## src/rtl/hpp_pkg.sv

```systemverilog
package hpp_pkg;
  localparam int HDR_W      = 128;
  localparam int N_SUB      = 16;
  localparam int CODE_W     = 6;
  localparam int FIELD_BASE = 32;
  localparam int RAW_CODE   = 1;
endpackage

```

## src/rtl/hpp_field_extract.sv

```systemverilog
module hpp_field_extract
  import hpp_pkg::*;
(
  input  logic [HDR_W-1:0]              hdr_i,
  output logic [N_SUB-1:0][CODE_W-1:0]  codes_o
);
  // fields run contiguously across the word boundary (subblock 5 straddles)
  for (genvar i = 0; i < N_SUB; i++) begin : g_fld
    assign codes_o[i] = hdr_i[FIELD_BASE + CODE_W*i +: CODE_W];
  end
endmodule

```

## src/rtl/hpp_size_calc.sv

```systemverilog
module hpp_size_calc
  import hpp_pkg::*;
#(
  parameter int UNC_W      = 16,
  parameter int OUT_W      = 32,
  parameter int ALIGN_LOG2 = 4
) (
  input  logic [N_SUB-1:0][CODE_W-1:0] codes_i,
  input  logic [UNC_W-1:0]             uncomp_i,
  input  logic                         solid_en_i,
  output logic [OUT_W-1:0]             size_o
);
  localparam int SUM_W = UNC_W + $clog2(N_SUB) + 1;
  localparam logic [SUM_W-1:0] AMASK = SUM_W'((1 << ALIGN_LOG2) - 1);

  logic [N_SUB-1:0][UNC_W-1:0] term;
  logic [SUM_W-1:0]            acc, rounded;
  logic                        solid;

  for (genvar i = 0; i < N_SUB; i++) begin : g_term
    assign term[i] = (codes_i[i] == CODE_W'(RAW_CODE)) ? uncomp_i
                   : {{(UNC_W-CODE_W){1'b0}}, codes_i[i]};
  end

  always_comb begin
    acc = '0;
    for (int i = 0; i < N_SUB; i++) acc = acc + SUM_W'(term[i]);
  end

  assign rounded = (acc + AMASK) & ~AMASK;
  assign solid   = solid_en_i && (codes_i[0] == '0);
  assign size_o  = solid ? '0 : OUT_W'(rounded);
endmodule

```

## src/rtl/hpp_layout_stage.sv

```systemverilog
module hpp_layout_stage #(
  parameter int OUT_W = 32
) (
  input  logic             clk_i,
  input  logic             rst_ni,
  input  logic             in_valid_i,
  output logic             in_ready_o,
  input  logic [OUT_W-1:0] in_size_i,
  input  logic             in_last_i,
  output logic             pair_valid_o,
  input  logic             pair_ready_i,
  output logic [OUT_W-1:0] pair_size_o,
  output logic [OUT_W-1:0] pair_offset_o,
  output logic [OUT_W-1:0] body_size_o,
  output logic             body_done_o
);
  logic             valid_q, last_q, done_q;
  logic [OUT_W-1:0] size_q, off_q, run_q, body_q;
  logic             acc, emit;

  assign in_ready_o = !valid_q || pair_ready_i;
  assign acc        = in_valid_i && in_ready_o;
  assign emit       = valid_q && pair_ready_i;

  always_ff @(posedge clk_i or negedge rst_ni) begin
    if (!rst_ni) begin
      valid_q <= 1'b0;
      last_q  <= 1'b0;
      size_q  <= '0;
      off_q   <= '0;
      run_q   <= '0;
    end else begin
      if (acc) begin
        valid_q <= 1'b1;
        last_q  <= in_last_i;
        size_q  <= in_size_i;
        off_q   <= run_q;
        run_q   <= in_last_i ? '0 : run_q + in_size_i;
      end else if (emit) begin
        valid_q <= 1'b0;
      end
    end
  end

  always_ff @(posedge clk_i or negedge rst_ni) begin
    if (!rst_ni) begin
      done_q <= 1'b0;
      body_q <= '0;
    end else begin
      done_q <= emit && last_q;
      if (emit && last_q) body_q <= off_q + size_q;
    end
  end

  assign pair_valid_o  = valid_q;
  assign pair_size_o   = size_q;
  assign pair_offset_o = off_q;
  assign body_size_o   = body_q;
  assign body_done_o   = done_q;
endmodule

```

## src/rtl/hdr_payload_packer.sv

```systemverilog
module hdr_payload_packer
  import hpp_pkg::*;
#(
  parameter int UNC_W      = 16,
  parameter int OUT_W      = 32,
  parameter int ALIGN_LOG2 = 4
) (
  input  logic             clk_i,
  input  logic             rst_ni,
  input  logic             hdr_valid_i,
  output logic             hdr_ready_o,
  input  logic [HDR_W-1:0] hdr_data_i,
  input  logic             hdr_last_i,
  input  logic [UNC_W-1:0] uncomp_bytes_i,
  input  logic             solid_en_i,
  output logic             pair_valid_o,
  input  logic             pair_ready_i,
  output logic [OUT_W-1:0] pair_size_o,
  output logic [OUT_W-1:0] pair_offset_o,
  output logic [OUT_W-1:0] body_size_o,
  output logic             body_done_o
);
  logic [N_SUB-1:0][CODE_W-1:0] codes;
  logic [OUT_W-1:0]             size;

  hpp_field_extract u_fld (
    .hdr_i   (hdr_data_i),
    .codes_o (codes)
  );

  hpp_size_calc #(.UNC_W(UNC_W), .OUT_W(OUT_W), .ALIGN_LOG2(ALIGN_LOG2)) u_size (
    .codes_i    (codes),
    .uncomp_i   (uncomp_bytes_i),
    .solid_en_i (solid_en_i),
    .size_o     (size)
  );

  hpp_layout_stage #(.OUT_W(OUT_W)) u_lay (
    .clk_i         (clk_i),
    .rst_ni        (rst_ni),
    .in_valid_i    (hdr_valid_i),
    .in_ready_o    (hdr_ready_o),
    .in_size_i     (size),
    .in_last_i     (hdr_last_i),
    .pair_valid_o  (pair_valid_o),
    .pair_ready_i  (pair_ready_i),
    .pair_size_o   (pair_size_o),
    .pair_offset_o (pair_offset_o),
    .body_size_o   (body_size_o),
    .body_done_o   (body_done_o)
  );
endmodule

```

## config.mk

```make
export PLATFORM = sky130hd
export DESIGN_NAME = hdr_payload_packer
export DESIGN_NICKNAME = d
export VERILOG_FILES = /design/src/rtl/hpp_pkg.sv /design/src/rtl/hpp_field_extract.sv /design/src/rtl/hpp_size_calc.sv /design/src/rtl/hpp_layout_stage.sv /design/src/rtl/hdr_payload_packer.sv
export SDC_FILE = /design/constraint.sdc
export NUM_CORES = 1
export LEC_CHECK = 0
export BUFFER_PORTS_ARGS = -buffer_cell sky130_fd_sc_hd__clkbuf_2
export CORE_UTILIZATION = 50
export CTS_BUF_LIST = sky130_fd_sc_hd__clkbuf_4
export DETAILED_ROUTE_END_ITERATION = 6
export GPL_TIMING_DRIVEN = 0
export HOLD_SLACK_MARGIN = 0.02
export PLACE_DENSITY = 0.69
export SLEW_MARGIN = 0
export SYNTH_ARGS = -nofsm -noshare
export SYNTH_HDL_FRONTEND = slang
export SYNTH_SLANG_ARGS = --single-unit
```

## constraint.sdc

```tcl
create_clock -name clk_i -period 4.1 [get_ports clk_i]
set_input_delay 0.41 -clock clk_i [delete_from_list [all_inputs] [get_ports clk_i]]
set_output_delay 0.41 -clock clk_i [all_outputs]
set_load 0.01 [all_outputs]
```

==> results of run 1 <==
[Yosys cell counts, types with 8 or more instances]
| cell | count | area (um2) |
|---|---|---|
| a21oi_1 | 82 | 410 |
| a21boi_0 | 11 | 82.6 |
| o31ai_1 | 15 | 113 |
| nand4_1 | 13 | 81.3 |
| xor2_1 | 37 | 324 |
| buf_4 | 23 | 173 |
| fa_1 | 207 | 4140 |
| nand3_1 | 15 | 75.1 |
| a211oi_1 | 8 | 60.1 |
| clkbuf_1 | 57 | 214 |
| a21o_1 | 54 | 405 |
| nor2_1 | 65 | 244 |
| dfrtp_1 | 104 | 2600 |
| and3_1 | 44 | 275 |
| nor3_1 | 19 | 95.1 |
| mux2_2 | 33 | 372 |
| nand2_1 | 170 | 638 |
| or4b_2 | 8 | 80.1 |
| and2_1 | 46 | 288 |
| inv_1 | 272 | 1020 |
| nor2b_1 | 17 | 106 |
| a22o_1 | 10 | 87.6 |
| ha_1 | 92 | 1150 |
| a31oi_1 | 8 | 50.1 |
| xnor2_1 | 29 | 254 |
| o21ai_0 | 75 | 375 |
[routing by layer]
| layer | routed length, um | up-vias |
|---|---|---|
| met2 | 19400 | 371 |
| met4 | 550 | 0 |
| met3 | 1850 | 50 |
| met1 | 16400 | 6105 |
| li1 | - | 5780 |
| met5 | 0 | - |
[placed cells by master (no fill, tap or decap), types with 18 or more instances in the layout]
| cell | n |
|---|---|
| clkbuf_2 | 188 |
| dfrtp_1 | 104 |
| mux2_2 | 33 |
| clkbuf_1 | 53 |
| nand2_1 | 168 |
| o21ai_2 | 19 |
| fa_1 | 203 |
| ha_4 | 18 |
| inv_1 | 263 |
| conb_1 | 23 |
| ha_1 | 69 |
| a21oi_1 | 63 |
| xnor2_1 | 18 |
| and3_1 | 43 |
| and2_1 | 43 |
| o21ai_0 | 44 |
| a21o_1 | 53 |
| nor2_1 | 53 |
| xor2_1 | 32 |
| buf_4 | 82 |
[how the worst max path moves through the flow]
stage / from / cells after the start / end / slack [ns]
after global placement: hdr_data_i[39] / 40 / u_lay.run_q[23] / -5.86
after CTS: hdr_data_i[39] / 40 / u_lay.run_q[23] / -4.66
final: hdr_data_i[39] / 40 / u_lay.run_q[23] / -4.66
after detailed placement: hdr_data_i[39] / 40 / u_lay.run_q[23] / -5.97
after global routing: hdr_data_i[39] / 43 / u_lay.run_q[23] / -4.98
after floorplan: hdr_data_i[39] / 37 / u_lay.run_q[23] / -4.57
[through the flow]
step                      hold slack [ns]  worst slack, ns  utilization [%]
after floorplan                     0.114            -4.57                -
after global placement              0.462            -5.86             57.6
after detailed placement            0.466            -5.97             57.7
after CTS                           0.139            -4.66             61.2
after global routing                0.173            -4.98             63.2
final                               0.163            -4.66             63.2
[cell families after synthesis]
logic type | Yosys count | synth area share (%)
other cells | 1 | 0.0259
buf+inv | 356 | 9.86
flops | 104 | 17.9
mux | 37 | 2.84
xor+xnor | 66 | 3.99
compound gates | 309 | 13.8
simple gates | 436 | 15.0
fa+ha+maj | 299 | 36.5
[registers in the layout, summed over array words and instances, names as in the netlist]
name,flops
u_lay.pair_size_o,17
u_lay.body_size_o,28
u_lay.pair_offset_o,28
u_lay.last_q,1
u_lay.body_done_o,1
u_lay.pair_valid_o,1
u_lay.run_q,28
[worst max-delay path, delay by kind of cell]
kind	cells	cell delay, ns
buffers and inverters	7	0.64
muxes	1	0.19
AOI/OAI and AO/OA	11	2.01
and+or+nand+nor	10	1.85
xor gates and xnor gates	2	0.24
adders and majority gates	9	3.71
[area by class of cell]
class,instances,area (um2)
multi-input cells,1170,11500
fillers,2361,10400
flip-flops and latches,104,2600
repair buffers,264,1600
inverters,272,1020
well taps,378,473
plain buffers,83,429
clock inverters,6,75.1
clock buffers,9,67.6
diodes,1,2.50
[timing repair]
item | CTS | global route
buffers inserted | 45 | 29
hold buffers | 1 | 0
hold endpoints to repair | 47 | 0
pin swaps | 43 | 52
gates resized for setup | 96 | 82
setup endpoints to repair | 45 | 45
==> flow_summary.yaml, run 1 <==
outcome:
  status: "complete, but fails checks"
  violations: "setup timing"
synth:
  synth_edf_count: 0
  synth.avg_cell_area_um2: 9.02
  synth_cell_type_count: 65
  synth_area_um2: 14500
  yosys_warnings: 0
  ys_ff_latch: 104
  synthCells: 1608
  synthArstFlopShare_pct: 100
  synth_ff_type: "dfrtp_1"
  synth_seq_area_share_pct: 17.9
place:
  place_inst: 2198
  placed_area_um2: 16200
  io_buffers: 189
  dpl.hpwl_um: 31700
  place.gp.congestion: 0.989
critical_path:
  cp-end-kind: "flip-flop"
  crit-reg2reg-launch: "u_lay.pair_size_o[4]"
  cp_slowest_stage_delay_ns: 0.61
  arrival_ns: 9.08
  critPathLaunchType: "input pin"
  cp_data_required_time_ns: 4.42
  reg2regPathDepth: 11
  crit_top_cell: "fa_1"
  critPathMaxFanout: 6
  cp_slowest_cell: "fa_2"
  rrSetupSlack_ns: 1.13
  reg2reg_to: "u_lay.body_size_o[24]"
  path_class: "in2reg"
global_route:
  grt_usage_pct: 25.6
  busiest_layer: "met2"
  grt_pass1_vias: 11800
  grt_pass1_wl_um: 59500
  gr-usage-met3_pct: 2.56
  grtUsageMet1_pct: 34.4
  grt_max_degree: 58
  antenna_found_initial: 1
  grt_util_met2_pct: 44.7
  overflow: 0
clock_tree:
  ctsHtreeMaxLevel: 3
  cts_made_buffers: 9
  cts-root-buf: "clkbuf_4"
  cts_tree: "yes"
  clk_latency_ns: 0.46
  cts.path.max_buffers: 2
  path_clk_slew_ns: 0.15
  cts_sinks: 104
timing:
  period_minus_slack_ns: 8.76
  min_period_over_period_pct: 214
  finalHoldViolCount: 0
  worstMarginPinSlew_ns: 0.830
  rsz0062_at_grt: "yes"
  fin_skew_ns: 0.0271
  tns_ns: -165.38
  fin_ws_ns: -4.66
  slew_viol_final: 0
  slew_headroom_pct: 44.2
  finalSetupViolCount: 45
  fmax_mhz: 114
routing:
  wl_um: 38200
  postRouteAntennaNets: 0
  via_per_inst: 5.38
  drc: 0
  first_iter_violations: 806
  vias: 12300
  first_pass_iters: 5
  wl_per_cell_um: 16.7
floorplan:
  dieArea_um2: 29700
  dieHeight_um: 172
  die_x_um: 172
  start_util_pct: 51.5
  num_rows: 61
  design.core.area_um2: 28200
  pin_count: 249
cells_and_area:
  nets: 2353
  drive_gt1_share_pct: 26.9
  fin_cells: 2287
  finalInstanceArea_um2: 17800
  syn_to_final_growth_pct: 22.8
hold_path:
  hp-class: "in2reg"
  min-delay-start: "hdr_valid_i"
  hold_end: "u_lay.pair_valid_o"
  worstHoldPathCells: 3
run:
  cap_violations: 0
Power of run 1 is left out: the tool's default activity adds up to more than one toggle a clock period on the data nets, which glitch-free logic cannot reach.
==> inputs of run 2 (changes only) <==
--- a/config.mk
+++ b/config.mk
@@ -7,7 +7,6 @@
 export LEC_CHECK = 0
 export BUFFER_PORTS_ARGS = -buffer_cell sky130_fd_sc_hd__clkbuf_2
 export CORE_UTILIZATION = 50
-export CTS_BUF_LIST = sky130_fd_sc_hd__clkbuf_4
 export DETAILED_ROUTE_END_ITERATION = 6
 export GPL_TIMING_DRIVEN = 0
 export HOLD_SLACK_MARGIN = 0.02
==> flow_summary.yaml, run 2 (synthesis results as in run 1) <==
timing:
  slew_headroom_pct: 43.8
  slew_viol_final: 0
  fin_ws_ns: -4.87
  rsz0062_at_grt: "yes"
  tns_ns: -175.68
  period_minus_slack_ns: 8.97
  min_period_over_period_pct: 219
  fmax_mhz: 111
  worstMarginPinSlew_ns: 0.837
  finalHoldViolCount: 0
  finalSetupViolCount: 45
  fin_skew_ns: 0.00903
routing:
  top_layer: "met4"
  wl_um: 39000
  via_per_inst: 5.37
  first_pass_iters: 5
  first_iter_violations: 825
  wl_per_cell_um: 17.0
  vias: 12300
  wl_met1_um: 16600
  wl_met3_um: 1790
  wl_met2_um: 20000
  drc: 0
  postRouteAntennaNets: 0
clock_tree:
  clk_latency_ns: 0.35
  ctsHtreeMaxLevel: 3
  cts.path.max_buffers: 2
  path_clk_slew_ns: 0.07
  cts_sinks: 104
  hold_buffers: 0
  cts_made_buffers: 9
  cts-root-buf: "clkbuf_16"
  cts_tree: "yes"
cells_and_area:
  final_common_cell: "inv_1"
  final_cell_mix: "261 x inv_1, 199 x fa_1, 188 x clkbuf_2, 170 x nand2_1, 104 x dfrtp_1"
  finalInstanceArea_um2: 18000
  ff_latch_area_um2: 2600
  multi_input_area_um2: 11600
  syn_to_final_growth_pct: 24.2
  nFillCells: 2318
  drive_gt1_share_pct: 27.3
  nets: 2355
  antenna_cells: 0
floorplan:
  num_rows: 61
  die_x_um: 172
  design.core.area_um2: 28200
  start_util_pct: 51.5
  dieArea_um2: 29700
  pin_count: 249
  dieHeight_um: 172
global_route:
  grt_pass1_wl_um: 60000
  overflow: 0
  grt_usage_pct: 25.9
  grt_max_degree: 58
  grt_pass1_vias: 11900
  antenna_found_initial: 0
critical_path:
  cp-end-kind: "flip-flop"
  reg2reg_to: "u_lay.body_size_o[24]"
  reg2regPathDepth: 11
  critPathMaxFanout: 6
  cp_data_required_time_ns: 4.31
  cp_slowest_cell: "fa_1"
  path_class: "in2reg"
  critPathLaunchType: "input pin"
  crit-reg2reg-launch: "u_lay.pair_size_o[4]"
  cp_slowest_stage_delay_ns: 0.58
  rrSetupSlack_ns: 1.14
  arrival_ns: 9.18
run:
  cap_violations: 0
place:
  dpl.hpwl_um: 31700
  place.gp.congestion: 0.989
  placed_area_um2: 16200
  io_buffers: 189
hold_path:
  hp-class: "in2async"
outcome:
  status: "complete, but fails checks"
  violations: "setup timing"
-- run 2: cell types whose count changed in the layout (fill, tap and decap cells not counted), moves of 4 or more --
cell and change:
fa_1 -4, o21ai_2 -5, clkbuf_16 +9, buf_6 -5
buf_4 +8, fa_2 +4, o21ai_1 +4, clkbuf_4 -9
-- run 2: layer usage --
metal | track usage [%] | vias up
met3 | 1.97 | 46
met4 | 6.31 | 0
met5 | 0 | -
li1 | - | 5778
met2 | 45.6 | 364
met1 | 34.6 | 6108
-- run 2: worst max path at each step --
| stage | startpoint | end | slack [ns] | cells past startpoint |
|---|---|---|---|---|
| after floorplan | hdr_data_i[39] | u_lay.run_q[23] | -4.57 | 37 |
| after global placement | hdr_data_i[39] | u_lay.run_q[23] | -5.86 | 40 |
| after detailed placement | hdr_data_i[39] | u_lay.run_q[23] | -5.97 | 40 |
| after CTS | hdr_data_i[39] | u_lay.run_q[23] | -4.79 | 40 |
| after global routing | hdr_data_i[39] | u_lay.run_q[23] | -5.24 | 42 |
| final | hdr_data_i[39] | u_lay.run_q[23] | -4.87 | 40 |
-- run 2: what timing repair did --
item | in CTS | in global routing
setup endpoints to repair | 45 | 45
pin swaps | 57 | 37
buffers inserted | 57 | 30
gates resized for setup | 113 | 79
-- run 2: layout make-up --
class,count,area share (%)
buffer,83,2.38
clock buffer,9,1.25
clock inverter,6,0.417
inverter,272,5.67
multi-input combinational,1170,64.4
sequential,104,14.5
tap,378,2.63
timing repair buffer,266,8.86
-- run 2: critical path: cells and delay by family --
family                     cells  cell delay, ns
adders and majority gates      9            3.78
AOI/OAI and AO/OA             15            2.37
and+or+nand+nor                8            1.67
buffers and inverters          5            0.49
xor gates and xnor gates       2            0.24
muxes                          1            0.17
-- run 2: per-stage QoR --
stage	setup slack (ns)	instances	utilization, %	hold slack, ns
after floorplan	-4.57	1630	-	0.114
after global placement	-5.86	2197	57.6	0.462
after detailed placement	-5.97	2198	57.7	0.466
after CTS	-4.79	2270	62.3	0.138
after global routing	-5.24	2288	63.9	0.188
final	-4.87	2288	63.9	0.125
Power of run 2 is left out for the same reason.
==> inputs of run 3 (changes only) <==
--- a/config.mk
+++ b/config.mk
@@ -8,7 +8,6 @@
 export BUFFER_PORTS_ARGS = -buffer_cell sky130_fd_sc_hd__clkbuf_2
 export CORE_UTILIZATION = 50
 export DETAILED_ROUTE_END_ITERATION = 6
-export GPL_TIMING_DRIVEN = 0
 export HOLD_SLACK_MARGIN = 0.02
 export PLACE_DENSITY = 0.69
 export SLEW_MARGIN = 0
==> flow_summary.yaml, run 3 (synthesis results as in run 1) <==
floorplan:
  dieArea_um2: 29700
  num_rows: 61
  start_util_pct: 51.5
  pin_count: 249
  dieHeight_um: 172
  design.core.area_um2: 28200
  die_x_um: 172
cells_and_area:
  antenna_cells: 0
  ff_latch_area_um2: 2600
  nets: 2527
  multi_input_area_um2: 11500
  final_util_pct: 69.0
  final_cell_mix: "303 x buf_4, 265 x inv_1, 204 x fa_1, 191 x clkbuf_2, 167 x nand2_1"
  fin_cells: 2461
  syn_to_final_growth_pct: 34.0
  finalInstanceArea_um2: 19400
  nFillCells: 2223
  drive_gt1_share_pct: 35.0
  final_common_cell: "buf_4"
routing:
  postRouteAntennaNets: 0
  wl_um: 39900
  first_pass_iters: 5
  first_iter_violations: 581
  drc: 0
  wl_per_cell_um: 16.2
  via_per_inst: 5.28
  vias: 13000
global_route:
  grt_pass1_wl_um: 62100
  grt_usage_pct: 26.6
  grt_pass1_vias: 12900
  antenna_found_initial: 0
  overflow: 0
  grt_max_degree: 82
critical_path:
  crit_buf_inv: 7
  cp-end-kind: "flip-flop"
  critPathLaunchType: "input pin"
  cp_slowest_stage_delay_ns: 0.56
  cp_data_required_time_ns: 4.31
  crit_top_cell: "fa_1"
  reg2reg_to: "u_lay.body_size_o[28]"
  arrival_ns: 9.02
  cp_slowest_cell: "fa_2"
  path_delay_family: "adder cells"
  reg2regPathDepth: 11
  rrSetupSlack_ns: 1.03
  critPathMaxFanout: 6
  crit-reg2reg-launch: "u_lay.pair_size_o[4]"
  path_class: "in2reg"
timing:
  fin_ws_ns: -4.71
  period_minus_slack_ns: 8.81
  worstMarginPinSlew_ns: 0.992
  finalSetupViolCount: 45
  fmax_mhz: 114
  slew_headroom_pct: 33.8
  min_period_over_period_pct: 215
  finalHoldViolCount: 0
  slew_viol_final: 0
  fin_skew_ns: 0.0152
  rsz0062_at_grt: "yes"
outcome:
  status: "complete, but fails checks"
  violations: "setup timing"
clock_tree:
  cts.path.max_buffers: 2
  hold_buffers: 0
  cts_made_buffers: 9
  clk_latency_ns: 0.35
  cts_sinks: 104
  cts-root-buf: "clkbuf_16"
  path_clk_slew_ns: 0.08
  ctsHtreeMaxLevel: 3
  cts_tree: "yes"
place:
  placed_area_um2: 18000
  place_inst: 2411
  place.gp.congestion: 0.911
  io_buffers: 193
  dpl.hpwl_um: 32600
run:
  cap_violations: 0
hold_path:
  hp-class: "in2async"
run 3: repair_timing:
item                                   CTS  global route
buffers inserted                        28            23
setup endpoints to repair               45            45
resized for setup                       73           104
endpoints found under the hold margin    0             0
pin swaps                               26            46
run 3: cell type report:
| class | count | area share (%) |
|---|---|---|
| clock buffers | 10 | 1.18 |
| clock inverters | 6 | 0.258 |
| inverters | 272 | 5.25 |
| multi-input cells | 1170 | 59.2 |
| flip-flops and latches | 104 | 13.4 |
| well taps | 378 | 2.43 |
| repair buffers | 521 | 18.3 |
run 3: per-layer routing:
layer / global-route usage, % / part of all wire, % / up-vias
met3: 2.47 / 4.4 / 71
met1: 34.4 / 42 / 6434
met5: 0 / 0 / -
met4: 7.00 / 2.4 / 0
met2: 47.4 / 51 / 359
li1: - / - / 6125
run 3: per-stage QoR:
stage	hold slack (ns)	setup TNS, ns	worst slack, ns
after floorplan	0.114	-159.31	-4.57
after detailed placement	0.468	-189.52	-5.19
final	0.203	-166.63	-4.71
after global routing	0.314	-178.35	-4.98
after CTS	0.268	-163.60	-4.52
after global placement	0.460	-179.85	-4.88
run 3: worst max path at each step:
| stage | startpoint | endpoint | depth (start not counted) |
|---|---|---|---|
| after floorplan | hdr_data_i[39] | u_lay.run_q[23] | 37 |
| after global placement | hdr_data_i[39] | u_lay.run_q[23] | 37 |
| after detailed placement | hdr_data_i[39] | u_lay.run_q[31] | 38 |
| after CTS | hdr_data_i[39] | u_lay.run_q[22] | 37 |
| after global routing | hdr_data_i[39] | u_lay.run_q[23] | 40 |
| final | hdr_data_i[39] | u_lay.run_q[23] | 40 |
run 3: worst register-to-register path, stage by stage (launching register included):
cell and delay (ns):
dfrtp_1 0.43, ha_1 0.23, inv_1 0.07, fa_1 0.20, nor2b_1 0.05, o21ai_0 0.20
a21oi_1 0.19, o311ai_0 0.63, nand3_1 0.44, nand4_1 0.23, xor2_1 0.15, o21ai_0 0.09
Power of run 3 is left out for the same reason.
